**config.mk**
```make
export PLATFORM = sky130hd
export DESIGN_NAME = snd_glue_top
export DESIGN_NICKNAME = d
export VERILOG_FILES = /design/src/rtl/snd_glue_pkg.sv /design/src/rtl/snd_addr_decode.sv /design/src/rtl/snd_mailbox.sv /design/src/rtl/snd_bank_map.sv /design/src/rtl/snd_glue_top.sv
export SDC_FILE = /design/constraint.sdc
export NUM_CORES = 1
export LEC_CHECK = 0
export ABC_AREA = 1
export BUFFER_PORTS_ARGS = -buffer_cell sky130_fd_sc_hd__buf_2
export CORE_AREA = 3 3 86 88
export DETAILED_ROUTE_END_ITERATION = 7
export DIE_AREA = 0 0 89 91
export PLACE_DENSITY = 0.81
export SYNTH_ARGS = -nofsm -noshare
export SYNTH_HDL_FRONTEND = slang
export SYNTH_SLANG_ARGS = --single-unit
```
**constraint.sdc**
```tcl
create_clock -name clk -period 2.2 [get_ports clk]
set_input_delay 0.22 -clock clk [delete_from_list [all_inputs] [get_ports clk]]
set_output_delay 0.22 -clock clk [all_outputs]
set_load 0.01 [all_outputs]
```
**src/rtl/snd_glue_pkg.sv**
```systemverilog
package snd_glue_pkg;

  localparam int ADDR_W = 16;

  localparam logic [15:0] ROM_LAST    = 16'hEFFF;
  localparam logic [15:0] RAM_LO_BASE = 16'hF000;
  localparam logic [15:0] RAM_LO_LAST = 16'hF7FF;
  localparam logic [15:0] RAM_HI_BASE = 16'hFEC0;
  localparam logic [15:0] RAM_HI_LAST = 16'hFFBF;
  localparam logic [15:0] RAM_HI_OFS  = 16'h0800;
  localparam logic [15:0] FM_REG      = 16'hF800;
  localparam logic [15:0] FM_DAT      = 16'hF801;
  localparam logic [15:0] ADP0_PORT   = 16'hF900;
  localparam logic [15:0] ADP1_PORT   = 16'hFA00;
  localparam logic [15:0] H2S_PORT    = 16'hFB00;
  localparam logic [15:0] S2H_PORT    = 16'hFC00;
  localparam logic [15:0] BANK0_PORT  = 16'hFC01;
  localparam logic [15:0] BANK1_PORT  = 16'hFC02;

  typedef enum logic [3:0] {
    RG_NONE, RG_ROM, RG_RAM_LO, RG_RAM_HI, RG_FM, RG_ADP0, RG_ADP1,
    RG_H2S_RD, RG_S2H_WR, RG_BANK0_WR, RG_BANK1_WR
  } region_e;

  // Classifies one bus access. Read-only and write-only ports match only their own strobe.
  function automatic region_e decode_region(input logic [15:0] a, input logic rd, input logic wr);
    region_e r;
    r = RG_NONE;
    if (rd || wr) begin
      if (a <= ROM_LAST)                              r = rd ? RG_ROM : RG_NONE;
      else if (a >= RAM_LO_BASE && a <= RAM_LO_LAST)  r = RG_RAM_LO;
      else if (a >= RAM_HI_BASE && a <= RAM_HI_LAST)  r = RG_RAM_HI;
      else begin
        case (a)
          FM_REG, FM_DAT: r = RG_FM;
          ADP0_PORT:      r = RG_ADP0;
          ADP1_PORT:      r = RG_ADP1;
          H2S_PORT:       r = rd ? RG_H2S_RD : RG_NONE;
          S2H_PORT:       r = wr ? RG_S2H_WR : RG_NONE;
          BANK0_PORT:     r = wr ? RG_BANK0_WR : RG_NONE;
          BANK1_PORT:     r = wr ? RG_BANK1_WR : RG_NONE;
          default:        r = RG_NONE;
        endcase
      end
    end
    return r;
  endfunction

  // Flat RAM offset for either window.
  function automatic logic [15:0] ram_offset(input logic [15:0] a, input logic hi_win);
    return hi_win ? (RAM_HI_OFS + (a - RAM_HI_BASE)) : (a - RAM_LO_BASE);
  endfunction

endpackage

```
**src/rtl/snd_addr_decode.sv**
```systemverilog
module snd_addr_decode
  import snd_glue_pkg::*;
#(
  parameter int RAM_AW  = 12,
  parameter int NUM_ADP = 2
) (
  input  logic              clk,
  input  logic              rst_n,
  input  logic [15:0]       addr,
  input  logic              rd,
  input  logic              wr,
  output region_e           region,
  output logic              rom_cs,
  output logic              ram_cs,
  output logic              ram_we,
  output logic [RAM_AW-1:0] ram_addr,
  output logic              fm_cs,
  output logic              fm_we,
  output logic              fm_a0,
  output logic [NUM_ADP-1:0] adp_cs,
  output logic              adp_we,
  output logic              h2s_rd,
  output logic              s2h_ld,
  output logic [NUM_ADP-1:0] bank_ld
);

  logic [15:0] ofs_full;

  always_comb begin
    region   = decode_region(addr, rd, wr);
    ofs_full = ram_offset(addr, region == RG_RAM_HI);
    rom_cs   = (region == RG_ROM);
    ram_cs   = (region == RG_RAM_LO) || (region == RG_RAM_HI);
    ram_we   = ram_cs && wr;
    ram_addr = ram_cs ? ofs_full[RAM_AW-1:0] : '0;
    fm_cs    = (region == RG_FM);
    fm_we    = fm_cs && wr;
    fm_a0    = fm_cs && addr[0];
    adp_cs   = '0;
    adp_cs[0] = (region == RG_ADP0);
    adp_cs[1] = (region == RG_ADP1);
    adp_we   = (|adp_cs) && wr;
    h2s_rd   = (region == RG_H2S_RD);
    s2h_ld   = (region == RG_S2H_WR);
    bank_ld  = '0;
    bank_ld[0] = (region == RG_BANK0_WR);
    bank_ld[1] = (region == RG_BANK1_WR);
  end

  p_one_select_r13: assert property (@(posedge clk) disable iff (!rst_n)
    $onehot0({rom_cs, ram_cs, fm_cs, adp_cs, h2s_rd, s2h_ld, bank_ld}));

  p_rom_read_only_r1: assert property (@(posedge clk) disable iff (!rst_n)
    !rd |-> !rom_cs);

  p_ram_range_r3: assert property (@(posedge clk) disable iff (!rst_n)
    ram_cs |-> (ram_addr < RAM_AW'(12'h900)));

endmodule

```
**src/rtl/snd_mailbox.sv**
```systemverilog
module snd_mailbox #(
  parameter int DATA_W = 8
) (
  input  logic              clk,
  input  logic              rst_n,
  input  logic              host_wr,
  input  logic [DATA_W-1:0] host_wdata,
  input  logic              cpu_ld,
  input  logic [DATA_W-1:0] cpu_wdata,
  output logic [DATA_W-1:0] h2s_q,
  output logic [DATA_W-1:0] s2h_q
);

  always_ff @(posedge clk) begin
    if (!rst_n) begin
      h2s_q <= '0;
      s2h_q <= '0;
    end else begin
      if (host_wr) h2s_q <= host_wdata;
      if (cpu_ld)  s2h_q <= cpu_wdata;
    end
  end

  p_h2s_load_r6: assert property (@(posedge clk) disable iff (!rst_n)
    host_wr |=> (h2s_q == $past(host_wdata)));

  p_s2h_load_r7: assert property (@(posedge clk) disable iff (!rst_n)
    cpu_ld |=> (s2h_q == $past(cpu_wdata)));

  p_s2h_hold_r13: assert property (@(posedge clk) disable iff (!rst_n)
    !cpu_ld |=> $stable(s2h_q));

endmodule

```
**src/rtl/snd_bank_map.sv**
```systemverilog
module snd_bank_map #(
  parameter int DATA_W = 8,
  parameter int SMP_AW = 18
) (
  input  logic              clk,
  input  logic              rst_n,
  input  logic              ld,
  input  logic [DATA_W-1:0] wdata,
  input  logic [SMP_AW-1:0] smp_addr,
  output logic [DATA_W-1:0] raw_q,
  output logic [SMP_AW+1:0] rom_addr
);

  localparam int HALF_AW = SMP_AW - 1;
  localparam int ROM_AW  = SMP_AW + 2;

  // The stored byte is offset by one and wrapped to four pages. The upper half
  // of the sample space then lands on ROM page (eff + 1).
  function automatic logic [1:0] eff_bank(input logic [DATA_W-1:0] raw);
    return raw[1:0] + 2'd1;
  endfunction

  function automatic logic [ROM_AW-1:0] map_sample(input logic [SMP_AW-1:0] a,
                                                   input logic [DATA_W-1:0] raw);
    logic [2:0] page;
    if (!a[SMP_AW-1]) return ROM_AW'(a);
    page = {1'b0, eff_bank(raw)} + 3'd1;
    return {page, a[HALF_AW-1:0]};
  endfunction

  always_ff @(posedge clk) begin
    if (!rst_n) raw_q <= '0;
    else if (ld) raw_q <= wdata;
  end

  assign rom_addr = map_sample(smp_addr, raw_q);

  p_bank_load_r8: assert property (@(posedge clk) disable iff (!rst_n)
    ld |=> (raw_q == $past(wdata)));

  p_low_half_direct_r9: assert property (@(posedge clk) disable iff (!rst_n)
    !smp_addr[SMP_AW-1] |-> (rom_addr == ROM_AW'(smp_addr)));

  p_high_half_paged_r9: assert property (@(posedge clk) disable iff (!rst_n)
    smp_addr[SMP_AW-1] |-> (rom_addr[ROM_AW-1:HALF_AW] != 3'd0));

endmodule

```
**src/rtl/snd_glue_top.sv**
```systemverilog
module snd_glue_top
  import snd_glue_pkg::*;
#(
  parameter int DATA_W  = 8,
  parameter int RAM_AW  = 12,
  parameter int SMP_AW  = 18,
  parameter int NUM_ADP = 2
) (
  input  logic              clk,
  input  logic              rst_n,
  input  logic [15:0]       cpu_addr,
  input  logic              cpu_rd,
  input  logic              cpu_wr,
  input  logic [DATA_W-1:0] cpu_wdata,
  output logic [DATA_W-1:0] cpu_rdata,
  output logic              rom_cs,
  input  logic [DATA_W-1:0] rom_rdata,
  output logic              ram_cs,
  output logic              ram_we,
  output logic [RAM_AW-1:0] ram_addr,
  input  logic [DATA_W-1:0] ram_rdata,
  output logic              fm_cs,
  output logic              fm_we,
  output logic              fm_a0,
  input  logic [DATA_W-1:0] fm_rdata,
  input  logic              fm_irq,
  output logic [NUM_ADP-1:0] adp_cs,
  output logic              adp_we,
  input  logic [DATA_W-1:0] adp_rdata0,
  input  logic [DATA_W-1:0] adp_rdata1,
  input  logic [SMP_AW-1:0] adp_smp0,
  input  logic [SMP_AW-1:0] adp_smp1,
  output logic [SMP_AW+1:0] adp_rom0,
  output logic [SMP_AW+1:0] adp_rom1,
  output logic [DATA_W-1:0] bank_raw0,
  output logic [DATA_W-1:0] bank_raw1,
  input  logic              host_wr,
  input  logic [DATA_W-1:0] host_wdata,
  output logic [DATA_W-1:0] host_rdata,
  input  logic              host_nmi_wr,
  input  logic              host_nmi_bit,
  output logic              cpu_nmi,
  output logic              cpu_irq
);

  localparam int ROM_AW = SMP_AW + 2;

  region_e                   region;
  logic                      h2s_rd;
  logic                      s2h_ld;
  logic [NUM_ADP-1:0]        bank_ld;
  logic [DATA_W-1:0]         h2s_q;
  logic [NUM_ADP-1:0][SMP_AW-1:0] smp_vec;
  logic [NUM_ADP-1:0][ROM_AW-1:0] rom_vec;
  logic [NUM_ADP-1:0][DATA_W-1:0] raw_vec;
  logic [NUM_ADP-1:0][DATA_W-1:0] adp_rd_vec;
  logic                      nmi_q;

  snd_addr_decode #(.RAM_AW(RAM_AW), .NUM_ADP(NUM_ADP)) u_dec (
    .clk(clk), .rst_n(rst_n), .addr(cpu_addr), .rd(cpu_rd), .wr(cpu_wr),
    .region(region), .rom_cs(rom_cs), .ram_cs(ram_cs), .ram_we(ram_we),
    .ram_addr(ram_addr), .fm_cs(fm_cs), .fm_we(fm_we), .fm_a0(fm_a0),
    .adp_cs(adp_cs), .adp_we(adp_we), .h2s_rd(h2s_rd), .s2h_ld(s2h_ld),
    .bank_ld(bank_ld)
  );

  snd_mailbox #(.DATA_W(DATA_W)) u_mbox (
    .clk(clk), .rst_n(rst_n), .host_wr(host_wr), .host_wdata(host_wdata),
    .cpu_ld(s2h_ld), .cpu_wdata(cpu_wdata), .h2s_q(h2s_q), .s2h_q(host_rdata)
  );

  assign smp_vec[0]    = adp_smp0;
  assign smp_vec[1]    = adp_smp1;
  assign adp_rd_vec[0] = adp_rdata0;
  assign adp_rd_vec[1] = adp_rdata1;

  for (genvar g = 0; g < NUM_ADP; g++) begin : g_adp
    snd_bank_map #(.DATA_W(DATA_W), .SMP_AW(SMP_AW)) u_bank (
      .clk(clk), .rst_n(rst_n), .ld(bank_ld[g]), .wdata(cpu_wdata),
      .smp_addr(smp_vec[g]), .raw_q(raw_vec[g]), .rom_addr(rom_vec[g])
    );
  end

  assign adp_rom0  = rom_vec[0];
  assign adp_rom1  = rom_vec[1];
  assign bank_raw0 = raw_vec[0];
  assign bank_raw1 = raw_vec[1];

  // Read-data return: only the selected source drives the bus, otherwise 0.
  always_comb begin
    cpu_rdata = '0;
    if (cpu_rd) begin
      if (rom_cs)         cpu_rdata = rom_rdata;
      else if (ram_cs)    cpu_rdata = ram_rdata;
      else if (fm_cs)     cpu_rdata = fm_rdata;
      else if (h2s_rd)    cpu_rdata = h2s_q;
      else begin
        for (int i = 0; i < NUM_ADP; i++)
          if (adp_cs[i]) cpu_rdata = adp_rd_vec[i];
      end
    end
  end

  // The host control bit is active low: the inverse of the captured bit is held as the NMI level.
  always_ff @(posedge clk) begin
    if (!rst_n)           nmi_q <= 1'b0;
    else if (host_nmi_wr) nmi_q <= ~host_nmi_bit;
  end

  assign cpu_nmi = nmi_q;
  assign cpu_irq = fm_irq;

  p_nmi_level_r11: assert property (@(posedge clk) disable iff (!rst_n)
    host_nmi_wr |=> (cpu_nmi != $past(host_nmi_bit)));

  p_nmi_hold_r11: assert property (@(posedge clk) disable iff (!rst_n)
    !host_nmi_wr |=> $stable(cpu_nmi));

  p_unmapped_zero_r13: assert property (@(posedge clk) disable iff (!rst_n)
    (cpu_rd && region == RG_NONE) |-> (cpu_rdata == '0));

  p_mailbox_read_r6: assert property (@(posedge clk) disable iff (!rst_n)
    h2s_rd |-> (cpu_rdata == h2s_q));

endmodule

```
# Word-level counts from Yosys, hierarchy flattened
# Index checks and enable logic that the tools add are counted.
# op_classes
n_mux,21
reduce_logical,10
order_cmp,5
n_bitwise,1
n_addsub,7
eq_ne,18
# op_table
operator,count
equality test 16 bit (second input constant),8
2-to-1 mux 8 bit,7
less-or-equal comparator 16 bit (second input constant),3
2-to-1 mux 20 bit,2
greater-or-equal comparator 16 bit (second input constant),2
2-to-1 mux 4 bit,7
one-hot mux 4 bit (7 select lines),1
2-to-1 mux 12 bit,2
equality test 4 x 3 -> 1 bit (second input constant),4
adder 12 bit (first input constant),1
equality test 4 bit (second input constant),3
subtractor 12 x 1 -> 12 bit (second input constant),1
subtractor 12 bit (second input constant),1
equality test 4 x 2 -> 1 bit (second input constant),2
adder 2 x 1 -> 3 bit (second input constant),2
logical AND 1 bit,6
adder 2 x 1 -> 2 bit (second input constant),2
equality test 4 x 1 -> 1 bit (second input constant),1
OR reduction 2 bit,2
2-to-1 mux 3 bit,1
logical OR 1 bit,2
2-to-1 mux 1 bit,1
inverter 1 bit,1
# totals
word_cells,67
output_inout_bits,95
ff_bits,33

# Logic depth before layout (Yosys ltp)
# logic_depth
word_depth,15
mapped_depth,17
mapped_depth_nobuf,16

# Hierarchy
# Synthesis repeated with hierarchy kept, for this count alone.
# hier_totals
cells_unflattened,544
hier_area_um2,3243.1
# by_module_without_submodules
module,seq_area_each_um2,area_each_um2,cells_per_inst,instances
snd_bank_map,160.2,530.5,78,2
snd_addr_decode,0.0,867.1,167,1
snd_mailbox,320.3,705.7,102,1
snd_glue_top,20.0,609.3,119,1

# Worst setup path after synthesis
# No wires, ideal clock.
# synth_timing
path_type,input-to-output
start,input cpu_addr[6]
end,output cpu_rdata[0]
setup_slack_ps,145
path_stages,15
t_arrival_ps,1835
path_cell_list,inv_1 ha_1 nand2_1 nor2_4 inv_1 nor2_1 nor2_1 nand3_4 nand2_8 inv_4 nor3_4 nand2_1 nand3_1 nand2_1 inv_1
# synth_between
elab_cells_between_ends,36
cone_classes,order compare: 5; eq/ne: 15; mux: 12; reduce/logical: 4
# synth_lines
item,line,rtl
start: declaration,snd_glue_top.sv:11,"input logic [15:0] cpu_addr,"
"parallel branches: the longest is 5 deep, another holds greater-or-equal comparator 16 bit",-,
2-to-1 mux 4 bit *,snd_glue_pkg.sv:30,if (a <= ROM_LAST) r = rd ? RG_ROM : RG_NONE;
2-to-1 mux 4 bit *,snd_glue_pkg.sv:29,if (rd || wr) begin
equality test 4 x 3 -> 1 bit *,snd_addr_decode.sv:36,fm_cs = (region == RG_FM);
via fm_cs,snd_glue_top.sv:22,"output logic fm_cs,"
2-to-1 mux 8 bit *,snd_glue_top.sv:95,else if (fm_cs) cpu_rdata = fm_rdata;
2-to-1 mux 8 bit *,snd_glue_top.sv:94,else if (ram_cs) cpu_rdata = ram_rdata;
2-to-1 mux 8 bit *,snd_glue_top.sv:93,if (rom_cs) cpu_rdata = rom_rdata;
2-to-1 mux 8 bit *,snd_glue_top.sv:92,if (cpu_rd) begin
end: declaration,snd_glue_top.sv:15,"output logic [DATA_W-1:0] cpu_rdata,"
# Mark *: on every way through the listed nets, which the timed path passes.

# Final worst setup path
# layout_timing
start,input cpu_addr[7]
end,output cpu_rdata[3]
# layout_between
elab_chain_cells,15
elab_cells_between_ends,36
cone_classes,order compare: 5; eq/ne: 15; mux: 12; reduce/logical: 4
# layout_rtl
item,line,rtl
"parallel branches: the longest is 5 deep, another holds greater-or-equal comparator 16 bit",-,
2-to-1 mux 4 bit *,snd_glue_pkg.sv:30,
2-to-1 mux 4 bit *,snd_glue_pkg.sv:29,
equality test 4 x 3 -> 1 bit,snd_addr_decode.sv:40,adp_cs[0] = (region == RG_ADP0);
2-to-1 mux 8 bit (2 in a row),snd_glue_top.sv:99,if (adp_cs[i]) cpu_rdata = adp_rd_vec[i];
2-to-1 mux 8 bit,snd_glue_top.sv:96,else if (h2s_rd) cpu_rdata = h2s_q;
2-to-1 mux 8 bit,snd_glue_top.sv:95,
2-to-1 mux 8 bit,snd_glue_top.sv:94,
2-to-1 mux 8 bit *,snd_glue_top.sv:93,
2-to-1 mux 8 bit *,snd_glue_top.sv:92,
# Every way passes the cells marked *.

==> impl_metrics.csv <==
group,metric,value,unit
status,status,"complete, but fails checks",
status,violations_in_the_final_reports,"negative setup slack",
sta,final_hold_viol_count,0,
power_and_ir_drop,finalPower,1.42,mW
setup_path,timing.critical_path.to_type,"primary output",
route,finalWirelength,9160,um
setup_path,timing.critical_path.buf_inv,7,
die,die_y_extent,91,um
sta,clock_skew,0,ps
clocking,htree_num_levels,2,
yosys,yosysWarningCount,0,
clocking,cts.root.buffer_cell,"sky130_fd_sc_hd__clkbuf_8",
global_routing,first_global_vias,3103,
yosys,yosysTopAreaCell,"sky130_fd_sc_hd__dfxtp_1",
global_routing,grt_pass1_wl,14600,um
setup_path,timing.critical_path.cells,"buf_8 > buf_6 > ha_4 > inv_2 > nor2_2 > nand2_1 > nand2_2 > a21oi_4 > nand3_4 > nand2_8 > inv_4 > nor3_4 > buf_6 > nand2_2 > nand3_2 > nand2_1 > inv_1 > buf_2",
sta,setup-violations-final,8,
global_routing,grt_antenna_before_repair,0,
setup_path,cp_data_arrival_time,2030,ps
final_layout,final_util,0.559,
global_routing,grt_start_max_net_pins,34,
yosys,ys_ff_latch,33,
route,detailedRoute.firstIterationViolations,283,
die,top_ports,211,
die,chipWidth,89,um
route,drt_pre_antenna_iters,6,
clocking,cts.path.max_buffers,2,
setup_path,slowest_delay,260,ps
clocking,tritoncts_clock_tree,"done",
clocking,cts_buffers,5,
sta,post-route-period-util,1.02,
clocking,clock-sinks,33,
route,dr_total_vias,3296,
final_layout,ff_latch_area,661,um^2
clocking,clock_latency,280,ps
sta,period_minus_slack,2250,ps
setup_path,critical_path_peak_fanout,5,
clocking,path_clk_slew,70,ps
placement,dp_hpwl,7100,um
yosys,synth.avg_cell_area,6.20,um^2
final_layout,diodes,0,
setup_path,critical_path_required,1980,ps
setup_path,critPathKind,"in2out",
yosys,synth_top_cell_area_share,0.242,
die,initial_core_util,0.406,
power_and_ir_drop,static-leakage-power,2.08,nW
power_and_ir_drop,cellPowerDensity,377,mW/mm^2
sta,fmaxAchievable,445,MHz
power_and_ir_drop,power.ir.vdd_worst,0.454,mV
sta,worst_pin_slew,441,ps
die,standard_cell_core_area,0.00672,mm^2
sta,timing.slew.headroom,0.706,
global_routing,grt_usage,0.223,
yosys,postSynthNetCount,561,
placement,final_replace_weighted_congestion,1.03,
final_layout,multi_input_comb_area,0.00166,mm^2
yosys,yosys.cell_types.count,30,
die,rows,30,
route,ant_nets,0,
job,drv_cap,0,
sta,fin_hold_ws,107,ps
setup_path,cp_slowest_cell,"sky130_fd_sc_hd__nor3_4",
setup_path,timing.critical_path.max_delay_family,"simple AND/OR/NAND/NOR gates",
route,avgViaCountPerCell,5.06,
yosys,synth_sequential_area_ratio,0.242,
final_layout,fin_area,0.00376,mm^2
clocking,ctsHoldBuffers,0,
global_routing,gr-total-overflow,0,
die,floorplan.die_area,0.00810,mm^2
route,wire_per_inst,14.0,um
final_layout,finalNetCount,692,
yosys,synthesis.area,0.00273,mm^2
final_layout,flow.area_growth_from_synthesis,37.6,%
sta,grt_setup_unrepaired,"true",
final_layout,num-fill-cells,642,
final_layout,drive_above_1_share,0.435,
min_path,holdCritPathClass,"in2reg",
route,drcViolationCount,0,
sta,setup_slack,-46.9,ps
yosys,cell_types_with_the_largest_area_share_after_synthesis,"sky130_fd_sc_hd__dfxtp_1, sky130_fd_sc_hd__nor2_1, sky130_fd_sc_hd__buf_4",
placement,detailed_place.area,0.00343,mm^2
setup_path,ff2ff_setup_slack,1540,ps
yosys,number_of_instances_in_the_synthesized_netlist,440,
placement,port_bufs,140,
sta,drv_slew,0,
setup_path,worst_setup_path_start_kind,"input port",
final cells by class:
cell class / count / area share
Clock buffer: 7 / 0.0256
Multi-Input combinational cell: 299 / 0.442
Timing Repair Buffer: 169 / 0.264
Tap cell: 80 / 0.0266
Sequential cell: 33 / 0.176
Inverter: 63 / 0.0646
Clock inverter: 1 / 0.00133
worst register-to-register path, cell delays in order (launching register included):
cell and delay [ps]:
sky130_fd_sc_hd__dfxtp_1 310, sky130_fd_sc_hd__o21ai_0 190, sky130_fd_sc_hd__nor2_1 50
registers in the layout (all words and copies together) (netlist names):
signal,cells
u_mbox.s2h_q,8
u_mbox.h2s_q,8
g_adp.u_bank.raw_q,16
cpu_nmi,1
routing by layer:
metal	GRT usage	vias up	routed length [um]
met1	0.262	1461	3390
met2	0.369	164	4520
met5	0	-	0
li1	-	1617	-
met3	0.0490	54	783
met4	0.120	0	461
stage by stage:
stage / std cells / worst slack, ps / TNS (ps)
2_1_floorplan: 440 / 145 / 0
3_3_place_gp: 640 / -60.3 / -368
3_5_place_dp: 640 / -120 / -931
4_1_cts: 652 / -24.9 / -115
5_1_grt: 652 / -173 / -1790
6_report: 652 / -46.9 / -182
worst paths after layout:
| path | start | depth (start not counted) | endpoint |
|---|---|---|---|
| worst max-delay path | cpu_addr[7] | 18 | cpu_rdata[3] |
| worst min-delay path | host_nmi_bit | 2 | cpu_nmi$_SDFFE_PN0P_ |
| worst max register to register | g_adp[1].u_bank.raw_q[4]$_SDFFE_PN0N_ | 2 | g_adp[1].u_bank.raw_q[4]$_SDFFE_PN0N_ |
| worst min register to register | u_mbox.s2h_q[4]$_SDFFE_PN0N_ | 2 | u_mbox.s2h_q[4]$_SDFFE_PN0N_ |
power breakdown:
part	leakage [nW]	internal, mW	total, mW	switching, mW
Sequential	0.268	0.609	0.615	0.00576
Combinational	1.76	0.134	0.304	0.170
Clock	0.0542	0.282	0.498	0.215
Total	2.08	1.02	1.42	0.391
cell families after synthesis:
logic type,count (synthesis),share of synthesized area
AO/OA/AOI/OAI,71,0.135
flip-flops,33,0.242
adder cells (fa/ha/maj),5,0.0229
buffers and inverters,108,0.204
AND/OR/NAND/NOR,223,0.396
cells in the final DEF (no fill, tap or decap), types with 4 or more instances in the layout:
cell	instances
sky130_fd_sc_hd__nand2_4	4
sky130_fd_sc_hd__nand4_1	19
sky130_fd_sc_hd__o21ai_1	10
sky130_fd_sc_hd__buf_4	22
sky130_fd_sc_hd__dfxtp_1	33
sky130_fd_sc_hd__nand2_1	57
sky130_fd_sc_hd__or2_2	8
sky130_fd_sc_hd__clkbuf_8	7
sky130_fd_sc_hd__inv_1	48
sky130_fd_sc_hd__nand3_2	7
sky130_fd_sc_hd__nor2_1	86
sky130_fd_sc_hd__nand3_1	9
sky130_fd_sc_hd__inv_2	11
sky130_fd_sc_hd__o21ai_0	33
sky130_fd_sc_hd__buf_6	5
sky130_fd_sc_hd__nand2_2	12
sky130_fd_sc_hd__buf_2	138
sky130_fd_sc_hd__nor2_2	9
sky130_fd_sc_hd__a21oi_1	24
synth_stat cells (all sizes together):
master / count
nor2: 98
nand2: 74
inv: 61
o21ai: 43
buf: 41
dfxtp: 33
a21oi: 27
nand3: 19
nand4: 19
or2: 8
ha: 5
clkbuf: 4
nor3: 4
clkinv: 2
nand3b: 1
o21a: 1
timing repair:
item	in CTS	in global routing
gates resized for setup	34	20
endpoints found under the hold margin	0	0
endpoints found under the setup margin	15	27
buffers inserted	3	0
gates cloned	1	1
pin swaps	19	17
(Power assumes the default switching activity.)
